<file path="src/rtl/isd_pkg.sv">
package isd_pkg;

    localparam int unsigned XLEN   = 32;
    localparam int unsigned RIDX_W = 5;
    localparam int unsigned OPC_W  = 6;
    localparam int unsigned FN_W   = 11;
    localparam int unsigned IMM_W  = 16;
    localparam int unsigned OFF_W  = 26;
    localparam int unsigned ALU_W  = 4;
    localparam int unsigned FLOW_W = 3;

    typedef enum logic [ALU_W-1:0] {
        ALU_NOP  = 4'd0,
        ALU_ADD  = 4'd1,
        ALU_SUB  = 4'd2,
        ALU_AND  = 4'd3,
        ALU_OR   = 4'd4,
        ALU_XOR  = 4'd5,
        ALU_MUL  = 4'd6,
        ALU_SEQ  = 4'd7,
        ALU_SNE  = 4'd8,
        ALU_SLT  = 4'd9,
        ALU_SLE  = 4'd10,
        ALU_SLL  = 4'd11,
        ALU_SRL  = 4'd12,
        ALU_SRA  = 4'd13,
        ALU_PASS = 4'd14,
        ALU_LINK = 4'd15
    } alu_op_e;

    typedef enum logic [FLOW_W-1:0] {
        FL_SEQ  = 3'd0,
        FL_BZ   = 3'd1,
        FL_BNZ  = 3'd2,
        FL_JREL = 3'd3,
        FL_JREG = 3'd4
    } flow_e;

    typedef enum logic [2:0] {
        EXT_NONE  = 3'd0,
        EXT_S16   = 3'd1,
        EXT_Z16   = 3'd2,
        EXT_HI16  = 3'd3,
        EXT_S26   = 3'd4
    } ext_e;

    typedef enum logic [1:0] {
        SB_NONE = 2'd0,
        SB_RT   = 2'd1,
        SB_RD   = 2'd2
    } srcb_sel_e;

    typedef enum logic [1:0] {
        WD_NONE = 2'd0,
        WD_RD   = 2'd1,
        WD_LINK = 2'd2
    } wdst_sel_e;

    typedef struct packed {
        logic      legal;
        alu_op_e   alu;
        ext_e      ext;
        logic      use_imm;
        logic      sa_use;
        srcb_sel_e sb;
        wdst_sel_e wd;
        logic      mrd;
        logic      mwr;
        flow_e     flow;
    } ctrl_t;

    typedef struct packed {
        logic [RIDX_W-1:0] wr_idx;
        logic [RIDX_W-1:0] sa_idx;
        logic [RIDX_W-1:0] sb_idx;
        logic [XLEN-1:0]   imm;
        alu_op_e           alu;
        logic              use_imm;
        logic              we;
        logic              mrd;
        logic              mwr;
        flow_e             flow;
        logic              illegal;
    } dec_t;

endpackage

</file>
<file path="src/rtl/isd_op_lookup.sv">
module isd_op_lookup
    import isd_pkg::*;
(
    input  logic [OPC_W-1:0] opc_i,
    input  logic [FN_W-1:0]  fn_i,
    output ctrl_t            ctrl_o
);

    function automatic ctrl_t mk(alu_op_e a, ext_e e, logic ui, logic sa,
                                 srcb_sel_e sb, wdst_sel_e wd,
                                 logic mr, logic mw, flow_e fl);
        ctrl_t c;
        c.legal   = 1'b1;
        c.alu     = a;
        c.ext     = e;
        c.use_imm = ui;
        c.sa_use  = sa;
        c.sb      = sb;
        c.wd      = wd;
        c.mrd     = mr;
        c.mwr     = mw;
        c.flow    = fl;
        return c;
    endfunction

    function automatic ctrl_t reg_op(alu_op_e a);
        return mk(a, EXT_NONE, 1'b0, 1'b1, SB_RT, WD_RD, 1'b0, 1'b0, FL_SEQ);
    endfunction

    function automatic ctrl_t imm_op(alu_op_e a, ext_e e);
        return mk(a, e, 1'b1, 1'b1, SB_NONE, WD_RD, 1'b0, 1'b0, FL_SEQ);
    endfunction

    ctrl_t rfmt_c;

    always_comb begin
        rfmt_c = '0;
        case (fn_i)
            11'h020: rfmt_c = reg_op(ALU_ADD);
            11'h022: rfmt_c = reg_op(ALU_SUB);
            11'h024: rfmt_c = reg_op(ALU_AND);
            11'h025: rfmt_c = reg_op(ALU_OR);
            11'h026: rfmt_c = reg_op(ALU_XOR);
            11'h030: rfmt_c = reg_op(ALU_MUL);
            11'h028: rfmt_c = reg_op(ALU_SEQ);
            11'h029: rfmt_c = reg_op(ALU_SNE);
            11'h02A: rfmt_c = reg_op(ALU_SLT);
            11'h02C: rfmt_c = reg_op(ALU_SLE);
            11'h004: rfmt_c = reg_op(ALU_SLL);
            11'h006: rfmt_c = reg_op(ALU_SRL);
            11'h007: rfmt_c = reg_op(ALU_SRA);
            default: rfmt_c = '0;
        endcase
    end

    always_comb begin
        ctrl_o = '0;
        case (opc_i)
            6'h00: ctrl_o = rfmt_c;
            6'h08: ctrl_o = imm_op(ALU_ADD, EXT_S16);
            6'h0A: ctrl_o = imm_op(ALU_SUB, EXT_S16);
            6'h0C: ctrl_o = imm_op(ALU_AND, EXT_Z16);
            6'h0D: ctrl_o = imm_op(ALU_OR,  EXT_Z16);
            6'h0E: ctrl_o = imm_op(ALU_XOR, EXT_Z16);
            6'h18: ctrl_o = imm_op(ALU_SEQ, EXT_S16);
            6'h19: ctrl_o = imm_op(ALU_SNE, EXT_S16);
            6'h1A: ctrl_o = imm_op(ALU_SLT, EXT_S16);
            6'h1C: ctrl_o = imm_op(ALU_SLE, EXT_S16);
            6'h14: ctrl_o = imm_op(ALU_SLL, EXT_S16);
            6'h16: ctrl_o = imm_op(ALU_SRL, EXT_S16);
            6'h17: ctrl_o = imm_op(ALU_SRA, EXT_S16);
            6'h0F: ctrl_o = mk(ALU_PASS, EXT_HI16, 1'b1, 1'b0, SB_NONE, WD_RD,
                               1'b0, 1'b0, FL_SEQ);
            6'h23: ctrl_o = mk(ALU_ADD, EXT_S16, 1'b1, 1'b1, SB_NONE, WD_RD,
                               1'b1, 1'b0, FL_SEQ);
            6'h2B: ctrl_o = mk(ALU_ADD, EXT_S16, 1'b1, 1'b1, SB_RD, WD_NONE,
                               1'b0, 1'b1, FL_SEQ);
            6'h04: ctrl_o = mk(ALU_NOP, EXT_S16, 1'b0, 1'b1, SB_NONE, WD_NONE,
                               1'b0, 1'b0, FL_BZ);
            6'h05: ctrl_o = mk(ALU_NOP, EXT_S16, 1'b0, 1'b1, SB_NONE, WD_NONE,
                               1'b0, 1'b0, FL_BNZ);
            6'h02: ctrl_o = mk(ALU_NOP, EXT_S26, 1'b0, 1'b0, SB_NONE, WD_NONE,
                               1'b0, 1'b0, FL_JREL);
            6'h03: ctrl_o = mk(ALU_LINK, EXT_S26, 1'b0, 1'b0, SB_NONE, WD_LINK,
                               1'b0, 1'b0, FL_JREL);
            6'h12: ctrl_o = mk(ALU_NOP, EXT_NONE, 1'b0, 1'b1, SB_NONE, WD_NONE,
                               1'b0, 1'b0, FL_JREG);
            6'h13: ctrl_o = mk(ALU_LINK, EXT_NONE, 1'b0, 1'b1, SB_NONE, WD_LINK,
                               1'b0, 1'b0, FL_JREG);
            default: ctrl_o = '0;
        endcase
    end

endmodule

</file>
<file path="src/rtl/isd_imm_ext.sv">
module isd_imm_ext
    import isd_pkg::*;
#(
    parameter int unsigned W_OUT = XLEN,
    parameter int unsigned W_IMM = IMM_W,
    parameter int unsigned W_OFF = OFF_W
) (
    input  logic [W_OFF-1:0] raw_i,
    input  ext_e             ext_i,
    output logic [W_OUT-1:0] imm_o
);

    localparam int unsigned PAD_IMM = W_OUT - W_IMM;
    localparam int unsigned PAD_OFF = W_OUT - W_OFF;

    logic [W_IMM-1:0] low_w;
    assign low_w = raw_i[W_IMM-1:0];

    always_comb begin
        case (ext_i)
            EXT_S16:  imm_o = {{PAD_IMM{low_w[W_IMM-1]}}, low_w};
            EXT_Z16:  imm_o = {{PAD_IMM{1'b0}}, low_w};
            EXT_HI16: imm_o = W_OUT'(low_w) << W_IMM;
            EXT_S26:  imm_o = {{PAD_OFF{raw_i[W_OFF-1]}}, raw_i};
            default:  imm_o = '0;
        endcase
    end

endmodule

</file>
<file path="src/rtl/isd_decoder.sv">
module isd_decoder
    import isd_pkg::*;
#(
    parameter int unsigned LINK_REG = 31
) (
    input  logic              clk,
    input  logic              rst_n,
    input  logic [XLEN-1:0]   instr_i,
    output logic [RIDX_W-1:0] wr_idx_o,
    output logic [RIDX_W-1:0] src_a_idx_o,
    output logic [RIDX_W-1:0] src_b_idx_o,
    output logic [XLEN-1:0]   imm_o,
    output logic [ALU_W-1:0]  alu_op_o,
    output logic              use_imm_o,
    output logic              reg_we_o,
    output logic              mem_rd_o,
    output logic              mem_wr_o,
    output logic [FLOW_W-1:0] flow_o,
    output logic              illegal_o
);

    localparam int unsigned OPC_LSB = XLEN - OPC_W;
    localparam int unsigned RD_LSB  = OPC_LSB - RIDX_W;
    localparam int unsigned RS_LSB  = RD_LSB - RIDX_W;
    localparam int unsigned RT_LSB  = RS_LSB - RIDX_W;

    logic [OPC_W-1:0]  f_opc;
    logic [RIDX_W-1:0] f_rd;
    logic [RIDX_W-1:0] f_rs;
    logic [RIDX_W-1:0] f_rt;
    logic [FN_W-1:0]   f_fn;
    logic [OFF_W-1:0]  f_raw;

    assign f_opc = instr_i[XLEN-1:OPC_LSB];
    assign f_rd  = instr_i[OPC_LSB-1:RD_LSB];
    assign f_rs  = instr_i[RD_LSB-1:RS_LSB];
    assign f_rt  = instr_i[RS_LSB-1:RT_LSB];
    assign f_fn  = instr_i[FN_W-1:0];
    assign f_raw = instr_i[OFF_W-1:0];

    ctrl_t           ctrl;
    logic [XLEN-1:0] imm_ext;

    isd_op_lookup u_lookup (
        .opc_i  (f_opc),
        .fn_i   (f_fn),
        .ctrl_o (ctrl)
    );

    isd_imm_ext #(
        .W_OUT (XLEN),
        .W_IMM (IMM_W),
        .W_OFF (OFF_W)
    ) u_ext (
        .raw_i (f_raw),
        .ext_i (ctrl.ext),
        .imm_o (imm_ext)
    );

    dec_t dec_d;
    dec_t dec_q;

    always_comb begin
        dec_d = '0;
        if (ctrl.legal) begin
            dec_d.sa_idx = ctrl.sa_use ? f_rs : '0;
            case (ctrl.sb)
                SB_RT:   dec_d.sb_idx = f_rt;
                SB_RD:   dec_d.sb_idx = f_rd;
                default: dec_d.sb_idx = '0;
            endcase
            case (ctrl.wd)
                WD_RD:   dec_d.wr_idx = f_rd;
                WD_LINK: dec_d.wr_idx = RIDX_W'(LINK_REG);
                default: dec_d.wr_idx = '0;
            endcase
            dec_d.we      = (ctrl.wd != WD_NONE) && (dec_d.wr_idx != '0);
            dec_d.imm     = imm_ext;
            dec_d.alu     = ctrl.alu;
            dec_d.use_imm = ctrl.use_imm;
            dec_d.mrd     = ctrl.mrd;
            dec_d.mwr     = ctrl.mwr;
            dec_d.flow    = ctrl.flow;
        end else begin
            dec_d.illegal = 1'b1;
        end
    end

    always_ff @(posedge clk or negedge rst_n) begin
        if (!rst_n) begin
            dec_q <= '0;
        end else begin
            dec_q <= dec_d;
        end
    end

    assign wr_idx_o    = dec_q.wr_idx;
    assign src_a_idx_o = dec_q.sa_idx;
    assign src_b_idx_o = dec_q.sb_idx;
    assign imm_o       = dec_q.imm;
    assign alu_op_o    = dec_q.alu;
    assign use_imm_o   = dec_q.use_imm;
    assign reg_we_o    = dec_q.we;
    assign mem_rd_o    = dec_q.mrd;
    assign mem_wr_o    = dec_q.mwr;
    assign flow_o      = dec_q.flow;
    assign illegal_o   = dec_q.illegal;

endmodule

</file>
<file path="config.mk">
export PLATFORM = sky130hd
export DESIGN_NAME = isd_decoder
export DESIGN_NICKNAME = d
export VERILOG_FILES = /design/src/rtl/isd_pkg.sv /design/src/rtl/isd_op_lookup.sv /design/src/rtl/isd_imm_ext.sv /design/src/rtl/isd_decoder.sv
export SDC_FILE = /design/constraint.sdc
export NUM_CORES = 1
export LEC_CHECK = 0
export BUFFER_PORTS_ARGS = -buffer_cell sky130_fd_sc_hd__clkbuf_2
export CORE_AREA = 2 2 75 105
export DETAILED_ROUTE_END_ITERATION = 8
export DIE_AREA = 0 0 77 107
export HOLD_SLACK_MARGIN = 0.08
export PLACE_DENSITY = 0.74
export RECOVER_POWER = 25
export SYNTH_ARGS = -nofsm -noshare
export SYNTH_HDL_FRONTEND = slang
export SYNTH_SLANG_ARGS = --single-unit
</file>
<file path="constraint.sdc">
create_clock -name clk -period 0.8 [get_ports clk]
set_input_delay 0.04 -clock clk [delete_from_list [all_inputs] [get_ports clk]]
set_output_delay 0.04 -clock clk [all_outputs]
set_load 0.02 [all_outputs]
</file>
==> impl_metrics.tcl <==
set metrics [dict create \
    drtIter0Drc 310 \
    clk_pin_slew_ps 60 \
    status "finished, violations left" \
    slew_headroom 0.643 \
    grt_setup_unrepaired "yes" \
    p_leak_uw 0.00281 \
    antenna_found_initial 0 \
    dpl.hpwl_mm 7.08 \
    critPathLaunch "instr_i[1]" \
    p_total_uw 8200 \
    period_needed_ps 1950 \
    ios 93 \
    finalWorstSetupSlack_ps -1150 \
    first_pass_iters 6 \
    post-route-period-util 2.44 \
    clockBufferDepth 2 \
    power.density_nw_per_um2 1340 \
    worstSetupEndpoint "reg_we_o$_DFF_PN0_" \
    vias 3887 \
    numClockSinks 59 \
    worstPathRequired_ps 1050 \
    avgSynthCellArea_um2 9.91 \
    setup_violations 113 \
    grt_pass1_vias 3665 \
    fmax_ghz 0.513 \
    cts_max_level 3 \
    drtAntennaViolNets 0 \
    critPathKind "in -> reg" \
    layout.cells.non_filler 621 \
    die_w_um 77 \
    coreArea_um2 7310 \
    fin_setup_tns_ps -34760 \
    critPathLaunchType "primary input" \
    ir_drop_mv 0.925 \
    synth_top_area_frac 0.464 \
    synthCells 321 \
    n_fill_cell 335 \
    synth_seq_area_share 0.464 \
    dp.cells 571 \
    violations "negative setup slack" \
    syn_nets 364 \
    cap_viol_max_count 0 \
    insertedDiodeCount 0 \
    synth.largest_area_cell "dfrtp_1" \
    grt_pass1_wl_mm 18.5 \
    end_kind "flip-flop" \
    nNetsFinal 562 \
    yosys_most_used_dff "dfrtp_1" \
    die_h_um 107 \
    synthArstFlopShare 1.00 \
    final_max_slew_viol_count 0 \
    synthToLayoutAreaGrowth_pct 92.4 \
    final_area_um2 6120 \
    track_usage 0.291 \
    cts_tree "yes" \
    synth_edf_count 0 \
    regArea_um2 1480 \
    cts_made_buffers 9 \
    crit_path_max_fanout 4 \
    min_path_type "in -> reg" \
    wl_per_cell_um 24.9 \
    yosysWarningCount 0 \
    hold_viol 0 \
    netlist_top_cells_area "dfrtp_1 (46%), a21oi_1 (4.9%), a22oi_1 (4.5%)" \
    synth-seq-cells 59 \
    grt_max_degree 60 \
    vias_per_cell 6.26 \
    fin_hold_ws_ps 111 \
    root_buffer "clkbuf_8" \
    grt_overflow 0 \
    finalWirelength_mm 15.5 \
    multi_input_area_um2 2210 \
    drive_gt1_frac 0.653 \
    syn-cell-area_um2 3180 \
    start_util 0.435 \
    tightest_slew_ps 535 \
    io_buffers 92 \
    drc_errors 0 \
    postPlaceCellArea_um2 4470 \
    fp.dieArea_um2 8240 \
    rows 37 \
    synth.distinct_cells 58 \
    finalWeightedCongestion 0.923 \
    cp.arrival_ps 2200 \
]
==> cells in the final DEF, fill, tap and decap left out, types with 6 or more instances in the layout <==
cell type / synthesis / final
buf_8: 0 / 6
nand2_2: 0 / 8
buf_12: 0 / 8
nand2_1: 35 / 15
nor2_1: 11 / 8
dlygate4sd3_1: 0 / 12
a22oi_2: 0 / 13
nand2_4: 0 / 12
buf_4: 5 / 80
a211oi_2: 0 / 6
dfrtp_1: 59 / 59
a21boi_2: 0 / 6
o21ai_0: 13 / 11
clkbuf_2: 2 / 29
clkbuf_8: 0 / 11
buf_6: 5 / 72
a21oi_2: 0 / 10
and3_4: 0 / 15
inv_1: 11 / 7
a21oi_1: 31 / 19
a22oi_1: 19 / 6
==> timing repair <==
action	CTS	global route
gates cloned	4	0
endpoints found under the hold margin	85	0
gates resized for setup	117	236
setup endpoints to repair	115	115
pin swaps	30	20
hold buffers	12	0
setup buffers	14	8
==> final cells by class <==
type                    instances  share of cell area
multi-input cells             223               0.361
repair buffers                214               0.339
flip-flops and latches         59               0.241
clock buffers                  14              0.0266
well taps                      97              0.0198
inverters                      12              0.0110
clock inverters                 2             0.00164
==> critical path, stage by stage <==
cell and delay [ps]:
clkbuf_16 120, inv_12 30, ha_4 150, and2_4 140, o21ai_4 140, o311ai_4 120, a32oi_2 300, buf_4 200
nand2_4 60, ha_4 220, or4_4 510, a21oi_2 160
==> Yosys cell counts (2+ instances only) <==
master,instances
a211oi_1,10
a21boi_0,5
a21oi_1,31
a22oi_1,19
a311oi_1,4
and2_1,6
and3_1,18
and4b_1,2
buf_2,14
buf_4,5
buf_6,5
clkbuf_1,2
clkbuf_2,2
dfrtp_1,59
ha_1,9
inv_1,11
mux2i_1,2
nand2_1,35
nand2b_1,6
nand3_1,2
nor2_1,11
nor2_2,2
nor2b_1,5
nor3_1,2
nor3b_1,2
nor4_1,3
nor4b_1,2
o21a_1,2
o21ai_0,13
o32ai_1,2
or3_1,2
or4_1,2
==> metal layers <==
metal  part of all wire  track usage  vias to the layer above
li1                   -            -                     1567
met1               0.32        0.309                     1857
met2               0.50        0.523                      332
met3              0.089       0.0631                      131
met4              0.090        0.179                        0
met5                  0            0                        -
==> cells by family after synthesis <==
family / synth area share
buffers and inverters: 0.0720
AOI/OAI and AO/OA: 0.229
adders and majority gates: 0.0354
muxes: 0.00983
xor gates and xnor gates: 0.00275
and+or+nand+nor: 0.187
DFF: 0.464
==> flip-flops by register name (all words and copies together) (netlist names) <==
| name | cells |
|---|---|
| imm_o | 32 |
| alu_op_o | 4 |
| illegal_o | 1 |
| src_b_idx_o | 5 |
| flow_o | 3 |
| use_imm_o | 1 |
| mem_wr_o | 1 |
| reg_we_o | 1 |
| src_a_idx_o | 5 |
| wr_idx_o | 5 |
| mem_rd_o | 1 |
==> report_power, final <==
part	leakage (uW)	internal (uW)	switching, uW
Sequential	0.000800	3120	84.0
Combinational	0.00192	1210	1340
Clock	0.0000905	1290	1150
Total	0.00281	5620	2580
==> stage by stage <==
step,util,setup slack (ps)
3_5_place_dp,0.611,-1510
6_report,0.837,-1150
2_1_floorplan,-,-1220
3_3_place_gp,0.611,-1440
4_1_cts,0.749,-952
5_1_grt,0.837,-1120
==> how the worst min path moves through the flow <==
stage	start	endpoint	slack, ps	cells after the start
after global routing	instr_i[0]	imm_o[16]$_DFF_PN0_	100	4
final	instr_i[1]	imm_o[17]$_DFF_PN0_	110	4
after detailed placement	rst_n	imm_o[2]$_DFF_PN0_	60	2
after floorplan	rst_n	alu_op_o[0]$_DFF_PN0_	-260	0
after global placement	rst_n	imm_o[1]$_DFF_PN0_	50	2
after CTS	instr_i[9]	imm_o[25]$_DFF_PN0_	50	4
(Power assumes the default switching activity.)
